## src/rtl/uart_fc_pkg.sv

```systemverilog
package uart_fc_pkg;
   // control lane bit positions
   localparam int CB_BRK    = 0;
   localparam int CB_TXOFF  = 1;
   localparam int CB_RXOFF  = 2;
   localparam int CB_RTSSW  = 3;
   localparam int CB_CTSEN  = 4;
   localparam int CB_RTSHW  = 5;
   // threshold lane
   localparam int LVL_LSB   = 8;
   localparam int LVL_RESET = 1;

   typedef enum logic {TXS_IDLE = 1'b0, TXS_FRAME = 1'b1} tx_state_e;
endpackage

```

## src/rtl/fc_cfg_regs.sv

```systemverilog
module fc_cfg_regs
   import uart_fc_pkg::*;
#(
   parameter int WORD_W = 16,
   parameter int LVL_W  = 4
) (
   input  logic                  clk,
   input  logic                  rst_n,
   input  logic                  we,
   input  logic [WORD_W/8-1:0]   be,
   input  logic [WORD_W-1:0]     wdata,
   output logic                  brk,
   output logic                  tx_off,
   output logic                  rx_off,
   output logic                  rts_sw,
   output logic                  cts_en,
   output logic                  rts_hw,
   output logic [LVL_W-1:0]      lvl
);
   localparam int LANES    = WORD_W / 8;
   localparam int CTL_LANE = CB_RTSHW / 8;
   localparam int LVL_LANE = LVL_LSB / 8;

   if (WORD_W % 8 != 0) begin : g_bad_word
      $error("WORD_W must be a whole number of bytes");
   end
   if (LVL_LSB + LVL_W > WORD_W || LVL_LANE >= LANES) begin : g_bad_lvl
      $error("threshold field does not fit the control word");
   end
   if (LVL_LSB / 8 != (LVL_LSB + LVL_W - 1) / 8) begin : g_bad_span
      $error("threshold field must sit in one byte lane");
   end

   logic ctl_we, lvl_we;
   assign ctl_we = we & be[CTL_LANE];
   assign lvl_we = we & be[LVL_LANE];

   always_ff @(posedge clk) begin
      if (!rst_n) begin
         brk    <= 1'b0;
         tx_off <= 1'b1;
         rx_off <= 1'b1;
         rts_sw <= 1'b0;
         cts_en <= 1'b0;
         rts_hw <= 1'b0;
      end else if (ctl_we) begin
         brk    <= wdata[CB_BRK];
         tx_off <= wdata[CB_TXOFF];
         rx_off <= wdata[CB_RXOFF];
         rts_sw <= wdata[CB_RTSSW];
         cts_en <= wdata[CB_CTSEN];
         rts_hw <= wdata[CB_RTSHW];
      end
   end

   always_ff @(posedge clk) begin
      if (!rst_n)      lvl <= LVL_W'(LVL_RESET);
      else if (lvl_we) lvl <= wdata[LVL_LSB +: LVL_W];
   end

   logic unused_bits;
   assign unused_bits = ^{wdata, be};
endmodule

```

## src/rtl/fc_rts_gen.sv

```systemverilog
module fc_rts_gen #(
   parameter int CNT_W = 5,
   parameter int LVL_W = 4
) (
   input  logic             clk,
   input  logic             rst_n,
   input  logic             hw_en,
   input  logic             sw_lvl,
   input  logic [LVL_W-1:0] lvl,
   input  logic [CNT_W-1:0] fill,
   output logic             rts
);
   localparam int CW = (CNT_W > LVL_W) ? CNT_W : LVL_W;

   logic thr_on, over, rts_nx;
   assign thr_on = (lvl != '0);
   assign over   = CW'(fill) >= CW'(lvl);
   assign rts_nx = hw_en ? (thr_on & over) : sw_lvl;

   always_ff @(posedge clk) begin
      if (!rst_n) rts <= 1'b0;
      else        rts <= rts_nx;
   end


   thr_hit_chk: assert property (@(posedge clk) disable iff (!rst_n)
      (hw_en && lvl != '0 && CW'(fill) >= CW'(lvl)) |=> rts);

   thr_zero_quiet_chk: assert property (@(posedge clk) disable iff (!rst_n)
      (hw_en && lvl == '0) |=> !rts);

   sw_follow_chk: assert property (@(posedge clk) disable iff (!rst_n)
      !hw_en |=> (rts == $past(sw_lvl)));

   thr_drop_chk: assert property (@(posedge clk) disable iff (!rst_n)
      (hw_en && CW'(fill) < CW'(lvl)) |=> !rts);
endmodule

```

## src/rtl/fc_cts_sync.sv

```systemverilog
module fc_cts_sync #(
   parameter int STAGES  = 2,
   parameter bit ACT_LOW = 1'b1
) (
   input  logic clk,
   input  logic rst_n,
   input  logic pin,
   output logic clear
);
   localparam logic IDLE_LVL = ACT_LOW ? 1'b1 : 1'b0;

   if (STAGES < 2) begin : g_bad_stages
      $error("CTS synchronizer needs at least two stages");
   end

   logic [STAGES-1:0] sr;
   always_ff @(posedge clk) begin
      if (!rst_n) sr <= {STAGES{IDLE_LVL}};
      else        sr <= {sr[STAGES-2:0], pin};
   end

   if (ACT_LOW) begin : g_act_low
      assign clear = ~sr[STAGES-1];
   end else begin : g_act_high
      assign clear = sr[STAGES-1];
   end
endmodule

```

## src/rtl/fc_tx_gate.sv

```systemverilog
module fc_tx_gate
   import uart_fc_pkg::*;
(
   input  logic clk,
   input  logic rst_n,
   input  logic tx_off,
   input  logic brk,
   input  logic cts_en,
   input  logic cts_clear,
   input  logic data_avail,
   input  logic frame_done,
   input  logic serial_in,
   output logic start_ok,
   output logic frame_active,
   output logic txd
);
   tx_state_e st, st_nx;
   logic cts_pass;

   assign cts_pass     = ~cts_en | cts_clear;
   assign frame_active = (st == TXS_FRAME);
   assign start_ok     = (st == TXS_IDLE) & ~tx_off & cts_pass & ~brk & data_avail;
   assign txd          = brk ? 1'b0 : serial_in;

   always_comb begin
      st_nx = st;
      unique case (st)
         TXS_IDLE:  if (start_ok)   st_nx = TXS_FRAME;
         TXS_FRAME: if (frame_done) st_nx = TXS_IDLE;
         default:                   st_nx = TXS_IDLE;
      endcase
   end

   always_ff @(posedge clk) begin
      if (!rst_n) st <= TXS_IDLE;
      else        st <= st_nx;
   end


   cts_block_chk: assert property (@(posedge clk) disable iff (!rst_n)
      (cts_en && !cts_clear) |-> !start_ok);

   frame_hold_chk: assert property (@(posedge clk) disable iff (!rst_n)
      (frame_active && !frame_done) |=> frame_active);

   no_restart_chk: assert property (@(posedge clk) disable iff (!rst_n)
      (frame_done && tx_off) |=> !start_ok);

   brk_low_chk: assert property (@(posedge clk) disable iff (!rst_n)
      brk |-> (!txd && !start_ok));
endmodule

```

## src/rtl/uart_flow_ctrl.sv

```systemverilog
module uart_flow_ctrl #(
   parameter int FIFO_DEPTH     = 16,
   parameter int WORD_W         = 16,
   parameter int LVL_W          = 4,
   parameter int SYNC_STAGES    = 2,
   parameter bit CTS_ACTIVE_LOW = 1'b1
) (
   input  logic                              clk,
   input  logic                              rst_n,
   input  logic                              reg_we,
   input  logic [WORD_W/8-1:0]               reg_be,
   input  logic [WORD_W-1:0]                 reg_wdata,
   input  logic [$clog2(FIFO_DEPTH+1)-1:0]   rx_fifo_count,
   input  logic                              cts_in,
   input  logic                              tx_data_avail,
   input  logic                              tx_frame_done,
   input  logic                              start_bit_seen,
   input  logic                              tx_serial,
   output logic                              rts,
   output logic                              txd,
   output logic                              tx_start_ok,
   output logic                              tx_frame_active,
   output logic                              rx_start_ok
);
   localparam int CNT_W = $clog2(FIFO_DEPTH + 1);

   if (FIFO_DEPTH < (1 << LVL_W) - 1) begin : g_bad_depth
      $error("FIFO_DEPTH must reach the largest threshold");
   end

   logic c_brk, c_txoff, c_rxoff, c_rtssw, c_ctsen, c_rtshw;
   logic [LVL_W-1:0] c_lvl;
   logic cts_clear;

   fc_cfg_regs #(.WORD_W(WORD_W), .LVL_W(LVL_W)) u_cfg (
      .clk(clk), .rst_n(rst_n), .we(reg_we), .be(reg_be), .wdata(reg_wdata),
      .brk(c_brk), .tx_off(c_txoff), .rx_off(c_rxoff), .rts_sw(c_rtssw),
      .cts_en(c_ctsen), .rts_hw(c_rtshw), .lvl(c_lvl)
   );

   fc_rts_gen #(.CNT_W(CNT_W), .LVL_W(LVL_W)) u_rts (
      .clk(clk), .rst_n(rst_n), .hw_en(c_rtshw), .sw_lvl(c_rtssw),
      .lvl(c_lvl), .fill(rx_fifo_count), .rts(rts)
   );

   fc_cts_sync #(.STAGES(SYNC_STAGES), .ACT_LOW(CTS_ACTIVE_LOW)) u_cts (
      .clk(clk), .rst_n(rst_n), .pin(cts_in), .clear(cts_clear)
   );

   fc_tx_gate u_tx (
      .clk(clk), .rst_n(rst_n), .tx_off(c_txoff), .brk(c_brk),
      .cts_en(c_ctsen), .cts_clear(cts_clear), .data_avail(tx_data_avail),
      .frame_done(tx_frame_done), .serial_in(tx_serial),
      .start_ok(tx_start_ok), .frame_active(tx_frame_active), .txd(txd)
   );

   assign rx_start_ok = start_bit_seen & ~c_rxoff;


   rx_gate_chk: assert property (@(posedge clk) disable iff (!rst_n)
      !start_bit_seen |-> !rx_start_ok);

   start_needs_data_chk: assert property (@(posedge clk) disable iff (!rst_n)
      tx_start_ok |-> (tx_data_avail && !tx_frame_active));
endmodule

```

## config.mk

```make
export PLATFORM = sky130hd
export DESIGN_NAME = uart_flow_ctrl
export DESIGN_NICKNAME = d
export VERILOG_FILES = /design/src/rtl/uart_fc_pkg.sv /design/src/rtl/fc_cfg_regs.sv /design/src/rtl/fc_rts_gen.sv /design/src/rtl/fc_cts_sync.sv /design/src/rtl/fc_tx_gate.sv /design/src/rtl/uart_flow_ctrl.sv
export SDC_FILE = /design/constraint.sdc
export NUM_CORES = 1
export LEC_CHECK = 0
export ABC_AREA = 1
export BUFFER_PORTS_ARGS = -buffer_cell sky130_fd_sc_hd__buf_4
export CAP_MARGIN = 40
export CORE_UTILIZATION = 25
export DETAILED_ROUTE_END_ITERATION = 12
export GPL_TIMING_DRIVEN = 0
export PLACE_DENSITY = 0.54
export SYNTH_ARGS = -nofsm -noshare
export SYNTH_HDL_FRONTEND = slang
export SYNTH_HIERARCHICAL = 1
export SYNTH_SLANG_ARGS = --single-unit
export TNS_END_PERCENT = 50
```

## constraint.sdc

```tcl
create_clock -name clk -period 1.9 [get_ports clk]
set_input_delay 0.095 -clock clk [delete_from_list [all_inputs] [get_ports clk]]
set_output_delay 0.095 -clock clk [all_outputs]
set_load 0.05 [all_outputs]
```

==> impl_results.md <==
- Crit path time final: between 1 and 1.5 ns
- Synth cell types: 13
- Die ar.: roughly 0.0030 mm²
- Layout area overhead: 42.73%
- Final count of hold timing violations: 0
- Largest net degree at the start of global routing: 11
- Num Clock Sinks: 14
- Clock-pin slew on the worst setup and hold paths: 0.08 ns
- Ranking of synthesized cells by area: dfxtp_1 40%, nand2_1 16%, inv_1 13%
- CTS tree: built
- Total of max-cap violations: 0
- Skew-Pair Late Insertion Delay: ~0.28 ns
- Leading cell type in the layout, fill and taps excluded: nand2_1
- Number of standard cells after synthesis: between 100 and 150
- CP Class: flip-flop to flip-flop
- Routed vias: slightly below 700
- Hold path cells: 2
- Final Max Slew Viols: 0
- Crit path DAT: 1.44 ns
- DRC: 0
- Post-DP HPWL: about 1100 µm
- Type of origin of the critical path: flip-flop
- Most frequent cells in the layout: 30 x nand2_1, 29 x buf_4, 25 x inv_1
- Worst R2R Start: u_cfg/lvl[2]
- Inserted Clock Buffers: 3
- Post-CTS resize count: 0
- IO buf count: 29
- Critical Path End Type: flip-flop
- Slew headroom: between 80 and 90%
- Reg-to-reg endpoint: u_rts/rts
- Sequential area share after synthesis: 39.72%
- Peak per-stage delay on the critical path: 0.36 ns
- Critical-path top delay cell: dfxtp_1
- Layout cells sized above 1: about 29%
- H-tree Lvls: 1
- Fin crit share: approximately two thirds
- Placer Congestion: ~0.75
- Top cell type's share of synthesized area: 39.72%
- RSZ-0062 raised after global routing: false
- Leading area contributor after synthesis: dfxtp_1
- Initial core utilization: 27.49%
- P per Cell Area: 679.0 mW/mm²
- Setup Skew: about 0.0033 ns
- GRT overflow: 0
- Worst endpoint required time: between 2 and 2.5 ns
- P_leak: between 0.5 and 0.6 nW
- Setup slack, reg-to-reg: roughly 0.65 ns
- Worst-path fanout max: 3
- Drt pass-1 iters: 4
- I/O pin count: 36
- Global-route usage over all layers: between 10 and 15%
- Synthesized area: approximately 710 µm²
- Non-filler cells, final: 170
- Total Power: between 0.6 and 0.7 mW
- Most used cell, CP: nand2_1
- ANT nets after route: 0
- Syn Area/Cell: ~6.7 µm²
- Wirelength, routed: roughly 1500 µm
- Worst slew pin tran: between 0.2 and 0.25 ns
- Worst Slack Setup Final: 0.6476 ns
- Nets@finish: around 180
- Cell count of the worst reg-to-reg path: 10
- Die Span X: 55.13 µm
- Core footprint: between 0.002 and 0.003 mm²
- Setup TNS: 0 ns
- Via density: between 3 and 4
- Initial antenna violation count: 0
- ANT cells: 0
- HP Class: input port to flip-flop
- Clock root buffer: clkbuf_4
- Fmax achieved: between 700 and 800 MHz
- Hold Path Origin: rst_n
- Critical Path, Cell by Cell: inv_1, ha_1, nand2_1, inv_1, nand2_1, nand2_1, nand2_1, nand2_1, nand2_1, a21oi_2
- Synth Register Bits: 14
- WHS: 0.01687 ns
- First-pass GRT wire length: around 2400 µm
- Min-Delay Endpoint: u_cts/sr[0]
- DR WL/cell: 8.682 µm
- Starting DRC count in detailed routing: 13
- Worst VDD drop: 0.0004348 V
- Longest Clk Path Bufs: 2
- Vias in the first global route: 606
- Placed insts: 165
- Post-synth net total: 141
- Setup violations, final: 0
- Outcome: complete, no violations
- Ys Warns: 6
- Rows: 18
- Pre-CTS setup slack: ~0.65 ns
- Die height: roughly 55 µm
-- power by group --
| part | switching [mW] | total [mW] | leakage, nW | internal [mW] |
|---|---|---|---|---|
| sequential | 0.0105 | 0.322 | 0.116 | 0.312 |
| combinational | 0.0770 | 0.148 | 0.435 | 0.0708 |
| clock | 0.0971 | 0.214 | 0.0210 | 0.117 |
-- flip-flops by register name, indices dropped and copies added (netlist names) --
register,flops
u_cfg/lvl,4
u_cts/sr,2
u_cfg/brk,1
u_cfg/cts_en,1
u_cfg/rts_hw,1
u_cfg/rts_sw,1
u_cfg/rx_off,1
u_cfg/tx_off,1
u_rts/rts,1
u_tx/frame_active,1
-- layer usage --
layer / vias up / track usage, % / wire [µm]
met5: - / 0 / 0
met4: 0 / 8.750 / 45
met3: 4 / 4.918 / 90
met2: 20 / 18.07 / 646
met1: 271 / 13.61 / 693
li1: 378 / - / -
-- how the worst max path moves through the flow --
| stage | from | endpoint | slack (ns) | cells after the start |
|---|---|---|---|---|
| 2_1_floorplan | u_tx/frame_active | tx_start_ok | 0.77 | 3 |
| 6_report | u_cfg/lvl[2] | u_rts/rts | 0.65 | 10 |
| 3_3_place_gp | u_cfg/lvl[2] | u_rts/rts | 0.70 | 8 |
| 5_1_grt | u_cfg/lvl[2] | u_rts/rts | 0.53 | 10 |
| 4_1_cts | u_cfg/lvl[2] | u_rts/rts | 0.64 | 10 |
| 3_5_place_dp | u_cfg/lvl[2] | u_rts/rts | 0.65 | 10 |
-- Yosys cell counts --
master / instances
nand3_2: 1
buf_6: 1
a21oi_2: 2
dfxtp_1: 14
nor3_1: 1
nand2_2: 1
nand2_1: 30
inv_1: 25
nor2_2: 3
nand3_1: 6
nor2_1: 16
ha_1: 4
a21oi_1: 2
-- kinds of logic (layout without fill, tap and decap cells) --
| group | Yosys count | count (layout) | share of synthesized area [%] |
|---|---|---|---|
| AND/OR/NAND/NOR | 58 | 58 | 34.40 |
| buffers and inverters | 26 | 60 | 14.89 |
| flip-flops | 14 | 14 | 39.72 |
| adder cells (fa/ha/maj) | 4 | 4 | 7.092 |
| AO/OA/AOI/OAI | 4 | 4 | 3.901 |
-- worst max-delay path, delay by kind of cell, from the launching register on --
family	cells	cell delay, ns
AO/OA/AOI/OAI	1	0.05
AND/OR/NAND/NOR	6	0.34
flip-flops	1	0.36
adder cells (fa/ha/maj)	1	0.31
buffers and inverters	2	0.10
-- per-stage QoR --
stage / util, % / area, µm²
2_1_floorplan: - / 705.7
6_report: 39.23 / 1007
5_1_grt: 39.23 / 1007
3_3_place_gp: 37.43 / 960.9
3_5_place_dp: 37.43 / 960.9
4_1_cts: 39.23 / 1007
-- layout make-up --
cell class,instances,area (µm²)
repair buffers,30,227.7
plain buffers,1,11.26
inverters,25,93.84
fillers,288,1560
multi-input cells,66,320.3
clock buffers,4,36.28
flip-flops and latches,14,280.3
well taps,30,37.54
-- what timing repair did --
action	CTS	global route
buffers inserted	0	0
hold endpoints to repair	1	0
hold buffers	1	0
Power figures use the tool's default switching activity.
